**src/rtl/tsc_pkg.sv**
```systemverilog
package tsc_pkg;
    localparam int MODE_W = 3;
    localparam int SEL_W  = 3;

    typedef enum logic [MODE_W-1:0] {
        SM_OFF    = 3'd0,
        SM_ENC_A  = 3'd1,
        SM_ENC_B  = 3'd2,
        SM_ENC_C  = 3'd3,
        SM_RESET  = 3'd4,
        SM_GATED  = 3'd5,
        SM_START  = 3'd6,
        SM_EXTCLK = 3'd7
    } slave_mode_e;

    typedef enum logic [SEL_W-1:0] {
        TS_ITR0  = 3'd0,
        TS_RSV_A = 3'd1,
        TS_ITR2  = 3'd2,
        TS_RSV_B = 3'd3,
        TS_CH1ED = 3'd4,
        TS_CH1F  = 3'd5,
        TS_CH2F  = 3'd6,
        TS_EXT   = 3'd7
    } trig_sel_e;

    typedef struct packed {
        logic level;
        logic rise;
    } trig_evt_t;

    typedef struct packed {
        logic tick;
        logic en;
        logic reinit;
        logic start;
    } cnt_ctl_t;

    function automatic logic is_reserved(input trig_sel_e s);
        return (s == TS_RSV_A) || (s == TS_RSV_B);
    endfunction
endpackage

```
**src/rtl/tsc_src_mux.sv**
```systemverilog
module tsc_src_mux
    import tsc_pkg::*;
(
    input  logic      clk,
    input  logic      rst,
    input  trig_sel_e sel,
    input  logic      itr0,
    input  logic      itr2,
    input  logic      ti1f,
    input  logic      ti2f,
    input  logic      etrf,
    output logic      trig_raw
);
    logic ti1_q;
    logic ti1_both;

    always_ff @(posedge clk) begin
        if (rst) ti1_q <= 1'b0;
        else     ti1_q <= ti1f;
    end

    assign ti1_both = ti1f ^ ti1_q;

    always_comb begin
        unique case (sel)
            TS_ITR0:  trig_raw = itr0;
            TS_ITR2:  trig_raw = itr2;
            TS_CH1ED: trig_raw = ti1_both;
            TS_CH1F:  trig_raw = ti1f;
            TS_CH2F:  trig_raw = ti2f;
            TS_EXT:   trig_raw = etrf;
            default:  trig_raw = 1'b0;
        endcase
    end

    // a steady channel-1 input never yields an edge pulse
    a_r3_ed_quiet: assert property (@(posedge clk) disable iff (rst)
        (sel == TS_CH1ED && $stable(ti1f) && !$past(rst)) |-> !trig_raw);
endmodule

```
**src/rtl/tsc_evt_stage.sv**
```systemverilog
module tsc_evt_stage
    import tsc_pkg::*;
(
    input  logic      clk,
    input  logic      rst,
    input  logic      trig_raw,
    input  logic      sync_dly,
    output trig_evt_t evt
);
    logic trig_q;
    logic rise_now;
    logic rise_d;
    logic lvl_d;

    assign rise_now = trig_raw & ~trig_q;

    always_ff @(posedge clk) begin
        if (rst) begin
            trig_q <= 1'b0;
            rise_d <= 1'b0;
            lvl_d  <= 1'b0;
        end else begin
            trig_q <= trig_raw;
            rise_d <= rise_now;
            lvl_d  <= trig_raw;
        end
    end

    always_comb begin
        if (sync_dly) begin
            evt.level = lvl_d;
            evt.rise  = rise_d;
        end else begin
            evt.level = trig_raw;
            evt.rise  = rise_now;
        end
    end

    // delayed level is last cycle's trigger
    a_r8_delay_level: assert property (@(posedge clk) disable iff (rst)
        (sync_dly && !$past(rst)) |-> (evt.level == $past(trig_raw)));
endmodule

```
**src/rtl/tsc_mode_dec.sv**
```systemverilog
module tsc_mode_dec
    import tsc_pkg::*;
(
    input  logic        clk,
    input  logic        rst,
    input  slave_mode_e mode,
    input  logic        sw_en,
    input  logic        sync_dly,
    input  trig_sel_e   sel,
    input  trig_evt_t   evt,
    output cnt_ctl_t    ctl
);
    always_comb begin
        ctl = '0;
        if (!rst) begin
            ctl.tick = sw_en;
            ctl.en   = sw_en;
            unique case (mode)
                SM_RESET:  ctl.reinit = evt.rise;
                SM_GATED: begin
                    ctl.tick = evt.level;
                    ctl.en   = sw_en | evt.level;
                end
                SM_START:  ctl.start = evt.rise;
                SM_EXTCLK: ctl.tick  = evt.rise & sw_en;
                default:   ;
            endcase
        end
    end

    // re-initialise only in reset mode
    a_r4_reinit_mode: assert property (@(posedge clk) disable iff (rst)
        ctl.reinit |-> (mode == SM_RESET));
    // hardware start only in trigger-start mode
    a_r6_start_mode: assert property (@(posedge clk) disable iff (rst)
        ctl.start |-> (mode == SM_START));
    // edge-clocked ticks are never back to back under a fixed setup
    a_r7_tick_sparse: assert property (@(posedge clk) disable iff (rst)
        (mode == SM_EXTCLK && ctl.tick) |=>
        !(ctl.tick && $stable(mode) && $stable(sel) && $stable(sync_dly)));
    // software-controlled modes never request trigger actions
    a_r1_sw_modes: assert property (@(posedge clk) disable iff (rst)
        (mode inside {SM_OFF, SM_ENC_A, SM_ENC_B, SM_ENC_C}) |-> !(ctl.reinit || ctl.start));
endmodule

```
**src/rtl/tmr_slave_ctrl.sv**
```systemverilog
module tmr_slave_ctrl
    import tsc_pkg::*;
(
    input  logic              clk,
    input  logic              rst,
    input  logic              sw_en,
    input  logic [MODE_W-1:0] slave_mode,
    input  logic [SEL_W-1:0]  trig_sel,
    input  logic              sync_dly,
    input  logic              itr0,
    input  logic              itr2,
    input  logic              ti1f,
    input  logic              ti2f,
    input  logic              etrf,
    output logic              cnt_tick,
    output logic              cnt_en,
    output logic              cnt_reinit,
    output logic              hw_start
);
    trig_sel_e   sel;
    slave_mode_e mode;
    logic        trig_raw;
    trig_evt_t   evt;
    cnt_ctl_t    ctl;

    assign sel  = trig_sel_e'(trig_sel);
    assign mode = slave_mode_e'(slave_mode);

    tsc_src_mux u_mux (
        .clk(clk), .rst(rst), .sel(sel),
        .itr0(itr0), .itr2(itr2), .ti1f(ti1f), .ti2f(ti2f), .etrf(etrf),
        .trig_raw(trig_raw)
    );

    tsc_evt_stage u_evt (
        .clk(clk), .rst(rst), .trig_raw(trig_raw), .sync_dly(sync_dly), .evt(evt)
    );

    tsc_mode_dec u_dec (
        .clk(clk), .rst(rst), .mode(mode), .sw_en(sw_en),
        .sync_dly(sync_dly), .sel(sel), .evt(evt), .ctl(ctl)
    );

    assign cnt_tick   = ctl.tick;
    assign cnt_en     = ctl.en;
    assign cnt_reinit = ctl.reinit;
    assign hw_start   = ctl.start;

    // a reserved select never re-initialises the counter
    a_r2_reserved_quiet: assert property (@(posedge clk) disable iff (rst)
        (is_reserved(sel) && !sync_dly) |-> !cnt_reinit);
    // outputs are low during reset
    a_r9_reset_quiet: assert property (@(posedge clk)
        rst |-> !(cnt_tick || cnt_en || cnt_reinit || hw_start));
endmodule

```
**config.mk**
```make
export PLATFORM = sky130hd
export DESIGN_NAME = tmr_slave_ctrl
export DESIGN_NICKNAME = d
export VERILOG_FILES = /design/src/rtl/tsc_pkg.sv /design/src/rtl/tsc_src_mux.sv /design/src/rtl/tsc_evt_stage.sv /design/src/rtl/tsc_mode_dec.sv /design/src/rtl/tmr_slave_ctrl.sv
export SDC_FILE = /design/constraint.sdc
export NUM_CORES = 1
export LEC_CHECK = 0
export BUFFER_PORTS_ARGS = -buffer_cell sky130_fd_sc_hd__buf_2
export CORE_AREA = 4 4 41 43
export CTS_BUF_LIST = sky130_fd_sc_hd__clkbuf_2 sky130_fd_sc_hd__clkbuf_4 sky130_fd_sc_hd__clkbuf_8
export CTS_CLUSTER_DIAMETER = 30
export DETAILED_ROUTE_END_ITERATION = 6
export DIE_AREA = 0 0 45 47
export GPL_TIMING_DRIVEN = 1
export HOLD_SLACK_MARGIN = 0.08
export PLACE_DENSITY = 0.46
export SYNTH_ARGS = -nofsm -noshare
export SYNTH_HDL_FRONTEND = slang
export SYNTH_HIERARCHICAL = 1
export SYNTH_SLANG_ARGS = --single-unit
```
**constraint.sdc**
```tcl
create_clock -name clk -period 3.6 [get_ports clk]
set_input_delay 0.9 -clock clk [delete_from_list [all_inputs] [get_ports clk]]
set_output_delay 0.9 -clock clk [all_outputs]
set_load 0.02 [all_outputs]
```
; Yosys cells after proc, flatten, opt, wreduce, memory -nomap -nowiden
; Index checks and enable logic that the tools add are counted.
[word_totals]
output_inout_bits = 4
inputBits = 15
register_bits = 3
word_cells = 25
[classes]
muxes = 7
bitwise = 5
n_eq_ne = 9
reduce_logical = 1
[ops]
columns = cell, count
row1 = "3-bit equality test, second input constant", 8
row2 = 1-bit one-hot mux with 6 select lines, 1
row3 = 4-bit two-way mux, 1
row4 = "3-bit by 2-bit equality test with 1-bit output, second input constant", 1
row5 = 3-bit logical NOT, 1
row6 = 1-bit two-way mux, 3
row7 = 1-bit AND, 2
row8 = 2-bit two-way mux, 1
row9 = 1-bit one-hot mux with 2 select lines, 1
row10 = 1-bit NOT, 1
row11 = 1-bit OR, 1
row12 = 1-bit XOR, 1

; Logic depth before layout (Yosys ltp)
; Gate-level depths: netlist of run 1.
[depth]
word_depth = 7
ltp_mapped = 8
ltp_nobuf = 8

; Cells and area by module
; The synthesis of run 1 kept the hierarchy.
[modules_own_cells]
columns = mod, cells_each, n_inst, area_each_um2
row1 = tsc_evt_stage, 8, 1, 91.3
row2 = tsc_src_mux, 12, 1, 91.3
row3 = tsc_mode_dec, 10, 1, 58.8

; Least setup slack after synthesis of run 1
; Ideal clock, no wire load.
[synth_timing]
kind = input port to output port
from = input trig_sel[1]
to = output cnt_tick
n_path_buf = 0
t_arrival_ns = 2.292
required_time_ns = 2.700
stages = 8
slack_ns = 0.408
cell_sequence = or3b_1 -> a31oi_1 -> o32a_2 -> nand2b_1 -> o21ai_1 -> nand2_1 -> a31o_1 -> a21oi_2
[synth_rtl]
columns = element, line_no
row1 = "start, declared", tmr_slave_ctrl.sv:8  ; input logic [SEL_W-1:0] trig_sel,
row2 = "end, declared", tmr_slave_ctrl.sv:15  ; output logic cnt_tick,

==> impl_summary.md, run 1 <==
Die
For this configuration, the core starts out at a cell density of 18.56%. The die covers 2115 um^2. The die is approximately 45 um wide. The die is 47 um tall. 19 I/O pins were placed. The area of the core is 1301 um^2. The number of rows in the core area is 13.

Finish
The final instance area is 380.4 um^2. In the layout the commonest cells are 18 x sky130_fd_sc_hd__buf_2, 4 x sky130_fd_sc_hd__clkbuf_4, 4 x sky130_fd_sc_hd__nor2_1, 4 x sky130_fd_sc_hd__nand2_1, 3 x sky130_fd_sc_hd__dfxtp_1. The area taken by flip-flops and latches is approximately 60 um^2.

The area growth from synthesis to layout is 57.51%. The library cell used most frequently in the layout, excluding fill and tap cells, is sky130_fd_sc_hd__buf_2. 0 antenna diodes ended up in the layout. The number of nets at the end of the flow is 68. Cells with a size suffix above 1 make up around 50% of the layout. The multi-input combinational cell area is roughly 170 um^2. The filler cell count in the final layout is 160.

Global route
The layer with the highest usage after global routing is met4. The total congestion overflow is 0. The first global-routing pass estimated around 1000 um of wire. The number of antenna violations at the first check in global routing is 0. The global-route track usage on met1 is a little over 8%.

The met2 usage in global routing is 7.910%. Global routing used under 10% of the available tracks across all layers. Entering global routing, the biggest net connects 6 pins.

The routing usage on met3 is between 4 and 5%. The number of global-route vias before repair was 237.

Logic synthesis
The proportion of synthesized chip area in sequential cells is 24.87%. Synthesis produced 30 cells. Summed over its instances, the top area cell type makes up 24.87% of the synthesized netlist area. Sorting the synthesized cells by area gives the leading types as sky130_fd_sc_hd__dfxtp_1 25%, sky130_fd_sc_hd__mux2_4 6.2%, sky130_fd_sc_hd__nand2_1 6.2%. Dividing the synthesized area by the synthesized cell count gives 8.049 um^2. The synthesized design contains 3 register bits. The count of yosys warnings during synthesis is 6. Of all cell types, the one taking the most synthesized area is sky130_fd_sc_hd__dfxtp_1. The post-synth design cell area is 241.5 um^2. The total nets after synthesis is 45. Yosys mapped the design onto 20 distinct sky130hd cell types.

STA
Setup repair after global routing left no endpoint under its margin. The final number of setup-violating endpoints is 0. The shortest period the worst path allows is 3449 ps. The number of hold violations in the final report is 0. The clock tree skew after final layout is 3.030 ps. The slew at the pin closest to its max-slew limit is 163.0 ps. The ratio of final minimum period to clock period is between 90% and 100%.

The sum of negative setup slack is 0 ps. The highest achievable clock rate is 289.9 MHz. The final number of max-transition violations is 0.

The worst max-slew margin expressed relative to the limit is 89.06%.

Detailed routing
The number of DRC markers in iteration 0 is 4. The number of antenna-violating nets in the routed design is 0. After detailed routing, the number of remaining DRC violations is 0. The post-detailed-route wirelength per cell is approximately 9.5 um. After detailed routing, the number of vias per cell comes to 4.269. The final wirelength is approximately 640 um. The pre-antenna-repair detailed-routing pass consisted of 4 iterations. The total via count after detailed routing is 286.

Clock tree
For the worst-skew pair, the clock arrives at the later sink with an insertion delay of 230 ps. The tree is rooted in a sky130_fd_sc_hd__clkbuf_4. Counting along the longest clock path gives a buffer depth of 2.

The setup fix buffers added after clock tree synthesis is 0. Post-CTS repair changed the size of 0 cells. The number of clock buffers inserted by TritonCTS is 3.

The count of hold-fix buffers inserted at cts is 0. The clock net sink count is 3. CTS built an H-tree with a depth of 1.

The CTS tree is done. Clock-pin slew was measured on the worst setup and hold paths at 40 ps.

Placement
The quantity of I/O buffers inserted on ports is 18. Summed over all nets, the half-perimeter wirelength after detailed placement is ~540 um. The routability-driven placement congestion ratio is 0.6035. The placed instances occupy a cell area of ~350 um^2.

Hold path
The path class of the tightest hold or removal check is reg2reg.

Critical path
The highest fanout seen on the critical path is 5. The critical path class is in2out. Data on the critical path is required at its endpoint by 2700 ps. At the worst endpoint, the arrival time is 2550 ps.

The critical path startpoint category is an input pin. The endpoint kind of the worst setup timing path is an output pin.

Flow run
The number of maximum-capacitance violations is 0.

Power
The leakage power figure is 0.1946 nW. The worst-case IR drop observed on VDD is 160.6 uV. The total power per unit cell area is around 350 nW/um^2.

Outcome
The run finished with clean final reports.
## worst max-delay path, stage by stage
cell and delay (ps):
sky130_fd_sc_hd__buf_2 130, sky130_fd_sc_hd__or3b_1 370, sky130_fd_sc_hd__a31oi_1 170, sky130_fd_sc_hd__o32a_2 170, sky130_fd_sc_hd__nand2b_1 60, sky130_fd_sc_hd__o21ai_1 160, sky130_fd_sc_hd__nand2_1 80, sky130_fd_sc_hd__a31o_1 220
sky130_fd_sc_hd__a21oi_2 120, sky130_fd_sc_hd__buf_2 170
## kinds of logic after synthesis
logic type	count (synthesis)	synth area share [%]
AOI/OAI and AO/OA	7	21.76
DFF	3	24.87
muxes	2	10.36
buffers and inverters	2	3.110
and+or+nand+nor	16	39.90
## metal layers
metal,vias to the layer above,part of all wire [%]
met3,4,12
met1,117,39
met5,-,0
li1,153,-
met4,0,3.9
met2,12,46
## area by class of cell
cell class / instances / share of cell area, %
clock buffers: 4 / 7.895
inverters: 2 / 1.974
multi-input cells: 25 / 45.72
flip-flops and latches: 3 / 15.79
well taps: 15 / 4.934
repair buffers: 18 / 23.68
## Yosys cell counts (all sizes together)
library cell	number
nand4	1
or3b	1
a21boi	1
and2b	1
o32a	1
nor2	4
nor2b	2
nand4bb	1
mux2	1
nand2	4
dfxtp	3
inv	2
a31oi	1
a31o	1
a21oi	2
o21ai	1
nand2b	2
mux2i	1
## metrics by stage
step	setup WS (ps)	total power, mW	hold slack (ps)	instances	utilization (%)
after floorplan	407.7	0.05425	440.7	30	-
after global placement	171.3	0.06790	460.6	63	26.92
after detailed placement	126.8	0.06820	464.5	63	26.92
after CTS	132.9	0.1391	471.7	67	29.23
after global routing	35.38	0.1456	499.1	67	29.23
final	151.1	0.1341	467.6	67	29.23
## flip-flops by register name, indices dropped and copies added (netlist names)
register,cells
u_evt/lvl_d,1
u_evt/rise_d,1
u_mux/ti1_q,1
## final timing paths
kind,start,endpoint,depth (start not counted),slack (ps)
setup reg to reg,u_mux/ti1_q,u_evt/rise_d,5,2280
setup / recovery,trig_sel[1],cnt_tick,10,150
hold reg to reg,u_evt/lvl_d,u_evt/rise_d,1,470
hold / removal,u_evt/lvl_d,u_evt/rise_d,1,470
## report_power, final
part	leakage, nW	switching, mW	total, mW	internal, mW
logic	0.151	0.0139	0.0302	0.0163
registers	0.0248	0.00138	0.0371	0.0357
clock network	0.0184	0.0178	0.0669	0.0491
Power figures use the tool's default switching activity.
==> inputs of run 2 (changes only) <==
GPL_TIMING_DRIVEN = 0   (was 1)
PLACE_DENSITY = 0.48   (was 0.46)
SYNTH_HIERARCHICAL = unset   (was 1)
==> run 2 against run 1 <==
Highest routed layer is now met3. Power grew 1.3%. Routed wire length grew 13%. Critical path type unchanged. Utilization grew 1.6 points. Area after synthesis grew 8.8%. Largest cell class unchanged.
==> impl_summary.md, run 2 <==
Critical path
The maximum single-stage delay on the critical path was 390 ps (was 370 ps). The critical path startpoint category is an input pin (unchanged). The buffering stage count on the worst path with inverters included was 2 (unchanged). The arrival time of data at the critical path endpoint is 2210 ps (was 2550 ps). The cell count of the worst reg-to-reg path is 4 (was 5). The worst setup slack for register-to-register paths is 2240 ps (was 2280 ps). The endpoint of the worst register-to-register path is u_evt.rise_d (was u_evt/rise_d). The cell type with the highest occurrence count on the critical path is sky130_fd_sc_hd__buf_2 (unchanged). Series of cell instances along the critical path: buf_2, or3b_1, a31oi_2, o21ai_0, a21oi_1, buf_2 (was buf_2, or3b_1, a31oi_1, o32a_2, nand2b_1, o21ai_1, nand2_1, a31o_1, a21oi_2, buf_2).

The endpoint kind of the worst setup timing path is an output pin (unchanged). The gate family responsible for the most delay along the worst path is compound AO/OA/AOI/OAI gates (unchanged). The critical-path cell with the highest stage delay was sky130_fd_sc_hd__or3b_1 (unchanged).

The data required time at the worst endpoint is 2700 ps (about the same). The start of the worst register-to-register path is u_mux.ti1_q (was u_mux/ti1_q). The critical path class is in2out (unchanged). The highest fanout seen on the critical path is 5 (unchanged).

Placement
The quantity of I/O buffers inserted on ports is 18 (unchanged). The cell area reported after detailed placement came to 371.6 um^2 (was 350.3 um^2). The routability-driven placement congestion ratio came to 0.6377 (was 0.6035).

The pre-CTS setup slack came to 497.0 ps (was 126.8 ps). The total placed cells including tap cells is 68 (was 63). The detailed placer's ending HPWL is 605 um (was 542 um).

Detailed routing
The number of DRC markers in iteration 0 is 4 (unchanged). The ratio of routed vias to standard cells is 4.347 (was 4.269). The post-detailed-route wirelength per cell was 10.04 um (was 9.537 um). The number of antenna-violating nets in the routed design was 0 (unchanged). The first-pass detailed-route iteration total is 4 (unchanged).

The final wirelength is 723 um (was 639 um). The final routed DRC violation total came to 0 (unchanged). The total via count after detailed routing is 313 (was 286).

Outcome
Result of the run: finished, final reports clean (unchanged).

STA
The ratio of final minimum period to clock period was 86.36% (was 95.80%). The number of hold violations in the final report is 0 (unchanged). Setup repair after global routing missed its margin: no (unchanged). The final number of max-transition violations is 0 (unchanged). The highest achievable clock rate is 321.6 MHz (was 289.9 MHz). The post-route worst setup slack is 491.0 ps (was 151.1 ps). The shortest period the worst path allows came to 3109 ps (was 3449 ps). The clock tree skew after final layout was 1.114 ps (was 3.030 ps). The final number of setup-violating endpoints was 0 (unchanged). The sum of negative setup slack came to 0 ps (unchanged). The slew at the pin closest to its max-slew limit is 493.5 ps (was 163.0 ps). The worst max-slew margin expressed relative to the limit is 66.75% (was 89.06%).

Finish
The number of nets at the end of the flow is 73 (was 68). The final instance area is 401.6 um^2 (was 380.4 um^2). The end-of-flow core utilization is 30.87% (was 29.23%). Commonest cells after routing, fill and taps aside: 18 x sky130_fd_sc_hd__buf_2, 6 x sky130_fd_sc_hd__nor2_1, 4 x sky130_fd_sc_hd__inv_1, 4 x sky130_fd_sc_hd__clkbuf_4 (was 18 x sky130_fd_sc_hd__buf_2, 4 x sky130_fd_sc_hd__clkbuf_4, 4 x sky130_fd_sc_hd__nor2_1, 4 x sky130_fd_sc_hd__nand2_1, 3 x sky130_fd_sc_hd__dfxtp_1).

The area growth from synthesis to layout is 52.86% (was 57.51%). The filler-free cell count of the finished design is 72 (was 67). The share of cells above drive strength 1 is 43.86% (was 50.00%). The leading cell type in the layout, fill and taps excluded is sky130_fd_sc_hd__buf_2 (unchanged).

The number of antenna repair diodes was 0 (unchanged). Registers with the highest flip-flop counts: u_evt.rise_d (1), u_evt.trig_q (1), u_mux.ti1_q (1) (was u_evt/lvl_d (1), u_evt/rise_d (1), u_mux/ti1_q (1)).

Clock tree
The number of H-tree levels is 1 (unchanged). The library cell used as clock root buffer is sky130_fd_sc_hd__clkbuf_4 (unchanged). The clock insertion delay at the later pin of the skew report was 230 ps (about the same). The clock tree buffer depth came to 2 (unchanged). The clock net sink count is 3 (unchanged). The setup fix buffers added after clock tree synthesis is 0 (unchanged). The quantity of gates resized following cts was 0 (unchanged). The clock-pin slew reported for the worst setup and hold paths after clock tree synthesis is 40 ps (about the same).

The number of clock buffers inserted by TritonCTS came to 3 (unchanged). The count of hold-fix buffers inserted at cts is 0 (unchanged). The CTS tree is done (unchanged).

Power
The largest voltage drop on the vdd net was 137.6 uV (was 160.6 uV). The total power per unit cell area was 338.3 nW/um^2 (was 352.6 nW/um^2). The leakage power figure came to 0.1931 nW (was 0.1946 nW).

Logic synthesis
The fraction of registers with async set or reset after synthesis is 0% (unchanged). The proportion of synthesized chip area in sequential cells is 22.86% (was 24.87%). Top cell types by occurrence after synthesis: 6 x sky130_fd_sc_hd__nor2_1, 4 x sky130_fd_sc_hd__inv_1, 3 x sky130_fd_sc_hd__a21oi_1, 3 x sky130_fd_sc_hd__dfxtp_1 (was 4 x sky130_fd_sc_hd__nand2_1, 4 x sky130_fd_sc_hd__nor2_1, 3 x sky130_fd_sc_hd__dfxtp_1, 2 x sky130_fd_sc_hd__inv_1, 2 x sky130_fd_sc_hd__nand2b_1). Cells taking the most area after synthesis: sky130_fd_sc_hd__dfxtp_1 23%, sky130_fd_sc_hd__nor2_1 8.6%, sky130_fd_sc_hd__mux2i_1 7.6% (was sky130_fd_sc_hd__dfxtp_1 25%, sky130_fd_sc_hd__mux2_4 6.2%, sky130_fd_sc_hd__nand2_1 6.2%). The portion of synthesized cell area occupied by the leading cell type came to 22.86% (was 24.87%).

The average size of a mapped cell came to 7.507 um^2 (was 8.049 um^2). The leading register cell type out of synthesis is sky130_fd_sc_hd__dfxtp_1 (unchanged). The number of cells produced by synthesis is 35 (was 30). The number of enable flip-flop cells after synthesis is 0 (unchanged).

The post-synth design cell area came to 262.8 um^2 (was 241.5 um^2). The number of different library cells in the post-synthesis netlist came to 19 (was 20). The register bit total from synthesis is 3 (unchanged). The total nets after synthesis is 50 (was 45). By instance count, the leading cell after synthesis is sky130_fd_sc_hd__nor2_1. The count of yosys warnings during synthesis came to 0 (was 6). The cell type with the largest total area after synthesis is sky130_fd_sc_hd__dfxtp_1 (unchanged).

Global route
The routing usage on met3 is 2.299% (was 4.215%). The number of antenna violations at the first check in global routing is 0 (unchanged). The total routing usage reported by global routing is 8.208% (was 7.109%). The met2 usage in global routing is 11.86% (was 7.910%).

The total congestion overflow is 0 (unchanged). The maximum number of pins on one net before global-route repair is 7 (was 6). The global-route track usage on met1 is 9.977% (was 8.182%).

The first-pass GRT wire length is 1.242 mm (was 986 um). The number of global-route vias before repair is 318 (was 237). The layer with the highest usage after global routing is met2 (was met4).

Flow run
The number of maximum-capacitance violations is 0 (unchanged).

Hold path
The endpoint with the worst hold slack is u_evt.rise_d (was u_evt/rise_d). The cell count of the worst hold path is 1 (unchanged). The startpoint of the lowest-slack hold path is u_evt.trig_q (was u_evt/lvl_d). The class of the most critical hold timing path was reg2reg (unchanged).

Die
The effective utilization at floorplan is 20.19% (was 18.56%). The total die area is 2115 um^2 (unchanged). The chip height came to 47 um (unchanged). The area of the core is 1301 um^2 (unchanged). The I/O pin count is 19 (unchanged).

The x dimension of the die is 45 um (unchanged). The number of rows in the core area is 13 (unchanged).
-- run 2: cell types whose count changed after synthesis, sizes merged, moves of 2 or more --
cell / previous run / this run
inv: 2 / 4
nand2: 4 / 2
nand2b: 2 / 0
a211oi: 0 / 2
nor2: 4 / 6
-- run 2: worst max-delay path by stage --
stage / slack, ps / depth (start not counted) / end / from
global placement: 480 / 6 / cnt_en / trig_sel[1]
detailed placement: 500 / 6 / cnt_tick / trig_sel[1]
floorplan: 540 / 4 / cnt_reinit / trig_sel[1]
finish: 490 / 6 / cnt_tick / trig_sel[1]
global route: 370 / 6 / cnt_en / trig_sel[1]
CTS: 490 / 6 / cnt_tick / trig_sel[1]
-- run 2: metrics by stage --
step	hold slack (ps)	power [mW]
2_1_floorplan	437.6	0.05512
3_3_place_gp	463.8	0.07019
3_5_place_dp	484.1	0.07070
4_1_cts	486.2	0.1400
5_1_grt	524.9	0.1457
6_report	486.1	0.1359
-- run 2: report_power, final --
part / leakage (nW) / total (mW) / internal [mW] / switching (mW)
Combinational: 0.150 / 0.0330 / 0.0149 / 0.0181
Clock: 0.0184 / 0.0658 / 0.0490 / 0.0168
Sequential: 0.0249 / 0.0370 / 0.0357 / 0.00130
Total: 0.193 / 0.136 / 0.0996 / 0.0362
-- run 2: kinds of logic after synthesis --
group,Yosys count,share of synthesized area (%)
AOI/OAI and AO/OA,13,37.14
buffers and inverters,4,5.713
DFF,3,22.86
muxes,2,7.619
and+or+nand+nor,13,26.67
-- run 2: metal layers --
| metal | routed length (um) | up-vias |
|---|---|---|
| li1 | - | 172 |
| met1 | 324 | 133 |
| met2 | 336 | 8 |
| met3 | 62 | 0 |
| met4 | 0 | 0 |
| met5 | 0 | - |
-- run 2: final cells by class --
cell class / count / area (um^2)
fillers: 155 / 899.6
inverters: 4 / 15.01
flip-flops and latches: 3 / 60.06
clock buffers: 4 / 30.03
well taps: 15 / 18.77
repair buffers: 18 / 90.09
multi-input cells: 28 / 187.7
==> inputs of run 3 (changes only) <==
CORE_AREA = 2 2 39 41   (was 4 4 41 43)
DIE_AREA = 0 0 41 43   (was 0 0 45 47)
==> run 3 against run 2 <==
Via count rose by 5.4%. Clock skew hardly changed. Die area down 17%. Critical path depth stayed put. Power down 0.40%. Setup slack better by 11 ps. Hold slack got worse by 13 ps. Register-to-register slack better by 20 ps. Fmax rose by 0.36%. Sequential share of layout area about the same.
==> impl_summary.md, run 3 (synthesized netlist as in run 2, its figures left out) <==
Clock tree
The number of clock buffers inserted by TritonCTS is 3 (unchanged). The clock net sink count is 3 (unchanged). The count of hold-fix buffers inserted at cts is 0 (unchanged). The quantity of gates resized following cts is 0 (unchanged). The CTS tree is done (unchanged). The clock tree buffer depth was 2 (unchanged). The number of H-tree levels came to 1 (unchanged). The clock insertion delay at the later pin of the skew report is 230 ps (about the same). The setup fix buffers added after clock tree synthesis is 0 (unchanged). The clock-pin slew reported for the worst setup and hold paths after clock tree synthesis came to 40 ps (about the same). The library cell used as clock root buffer is sky130_fd_sc_hd__clkbuf_4 (unchanged).

Die
The chip height is 43 um (was 47 um). The area of the core is 1384 um^2 (was 1301 um^2). The number of rows in the core area is 14 (was 13).

The x dimension of the die was 41 um (was 45 um). The effective utilization at floorplan is 18.99% (was 20.19%). The I/O pin count was 19 (unchanged).

The total die area is 1763 um^2 (was 2115 um^2).

Power
The net switching power is 0.03568 mW (was 0.03622 mW). The largest voltage drop on the vdd net is 108.3 uV (was 137.6 uV). The internal power summed over all cells was 0.09963 mW (was 0.09964 mW). The total power per unit cell area is 335.9 nW/um^2 (was 338.3 nW/um^2). The leakage power figure was 0.1931 nW (unchanged). The fraction of power consumed by sequential logic is 27.3% (about the same). The combinational power share is 24.2% (was 24.3%). The switching share of power is 26.37% (was 26.66%).

The clock group share of total power is 48.6% (was 48.5%). The final total power is 0.1353 mW (was 0.1359 mW).

Global route
The total routing usage reported by global routing is 8.024% (was 8.208%). The total congestion overflow is 0 (unchanged). The number of antenna violations at the first check in global routing is 0 (unchanged). The maximum number of pins on one net before global-route repair came to 7 (unchanged). The number of global-route vias before repair came to 283 (was 318). The first-pass GRT wire length is 945 um (was 1.242 mm).

Outcome
Result of the run: finished, final reports clean (unchanged).

Critical path
The critical path startpoint category was an input pin (unchanged). The buffering stage count on the worst path with inverters included came to 2 (unchanged). The maximum single-stage delay on the critical path is 390 ps (about the same). The endpoint kind of the worst setup timing path is an output pin (unchanged). Series of cell instances along the critical path: buf_2, or3b_1, a31oi_2, o21ai_0, a21oi_1, buf_2 (unchanged). The highest fanout seen on the critical path is 5 (unchanged). The beginning of the critical path is trig_sel[1] (unchanged).

The critical path depth was 6 (unchanged). The cell type with the highest occurrence count on the critical path is sky130_fd_sc_hd__buf_2 (unchanged). The start of the worst register-to-register path is u_mux.ti1_q (unchanged). The cell count of the worst reg-to-reg path is 4 (unchanged). The gate family responsible for the most delay along the worst path is compound AO/OA/AOI/OAI gates (unchanged). The critical path class was in2out (unchanged). The data required time at the worst endpoint was 2700 ps (about the same). The critical-path cell with the highest stage delay is sky130_fd_sc_hd__or3b_1 (unchanged). The arrival time of data at the critical path endpoint is 2200 ps (was 2210 ps).

STA
The clock tree skew after final layout came to 0.7900 ps (was 1.114 ps). The sum of negative setup slack is 0 ps (unchanged). Setup repair after global routing missed its margin: no (unchanged). The final number of max-transition violations is 0 (unchanged).

The worst max-slew margin expressed relative to the limit came to 68.57% (was 66.75%). The number of hold violations in the final report was 0 (unchanged). The ratio of final minimum period to clock period is 86.05% (was 86.36%). The slew at the pin closest to its max-slew limit is 466.5 ps (was 493.5 ps). The final number of setup-violating endpoints is 0 (unchanged). The shortest period the worst path allows is 3098 ps (was 3109 ps). The highest achievable clock rate is 322.8 MHz (was 321.6 MHz).

Detailed routing
The post-detailed-route wirelength per cell is 8.822 um (was 10.04 um). The total via count after detailed routing was 330 (was 313). The ratio of routed vias to standard cells is 4.521 (was 4.347). The first-pass detailed-route iteration total is 4 (unchanged).

The final routed DRC violation total was 0 (unchanged). The number of antenna-violating nets in the routed design is 0 (unchanged). The number of DRC markers in iteration 0 was 4 (unchanged). The final wirelength was 644 um (was 723 um).

Placement
The routability-driven placement congestion ratio was 0.6715 (was 0.6377). The quantity of I/O buffers inserted on ports is 18 (unchanged). The detailed placer's ending HPWL is 559.6 um (was 605 um).

Finish
Commonest cells after routing, fill and taps aside: 18 x sky130_fd_sc_hd__buf_2, 6 x sky130_fd_sc_hd__nor2_1, 4 x sky130_fd_sc_hd__inv_1, 4 x sky130_fd_sc_hd__clkbuf_4 (unchanged). Registers with the highest flip-flop counts: u_evt.rise_d (1), u_evt.trig_q (1), u_mux.ti1_q (1) (unchanged). The number of nets at the end of the flow is 73 (unchanged). The filler cell count in the final layout came to 167 (was 155). The leading cell type in the layout, fill and taps excluded is sky130_fd_sc_hd__buf_2 (unchanged). The number of antenna repair diodes is 0 (unchanged). The area growth from synthesis to layout is 53.33% (was 52.86%).

The share of cells above drive strength 1 is 43.86% (unchanged).

Hold path
The class of the most critical hold timing path is reg2reg (unchanged). The startpoint of the lowest-slack hold path is u_evt.trig_q (unchanged). The cell count of the worst hold path is 1 (unchanged).

Flow run
The number of maximum-capacitance violations is 0 (unchanged).
[run 3: cell counts in the layout (fill, tap and decap cells not counted)]
Identical to the previous run, type by type.
[run 3: metal layers]
layer	GRT usage [%]	routed length [um]	vias to the layer above
li1	-	-	174
met1	8.654	282	147
met2	11.88	310	9
met3	3.141	51	0
met4	6.000	0	0
met5	0	0	-
[run 3: path summary, 6_finish.rpt]
path                                     end  slack (ps)
worst min-delay path            u_evt.rise_d         470
worst min register to register  u_evt.rise_d         470
worst max-delay path                cnt_tick         500
worst max register to register  u_evt.rise_d        2260
[run 3: layout make-up]
type,instances,area (um^2),share of cell area (%)
Inverter,4,15.01,3.727
Multi-Input combinational cell,28,187.7,46.58
Sequential cell,3,60.06,14.91
Timing Repair Buffer,18,90.09,22.36
Tap cell,16,20.02,4.969
Clock buffer,4,30.03,7.453
[run 3: through the flow]
step                      hold WS (ps)  instance area (um^2)  utilization (%)  worst slack (ps)  cells
after floorplan                  437.6                 262.8                -             539.0     35
after global placement           465.5                 372.9            26.94             502.1     69
after detailed placement         471.4                 372.9            26.94             500.9     69
after CTS                        476.3                 402.9            29.11             493.1     73
after global routing             504.5                 402.9            29.11             389.7     73
final                            473.6                 402.9            29.11             502.2     73
[run 3: power by group through the flow]
stage / Clock, mW / Combinational (mW) / Sequential (mW)
global route: 0.0713 / 0.0366 / 0.0371
global placement: 0 / 0.0328 / 0.0373
floorplan: 0 / 0.0180 / 0.0371
finish: 0.0657 / 0.0327 / 0.0369
detailed placement: 0 / 0.0331 / 0.0374
CTS: 0.0686 / 0.0332 / 0.0369
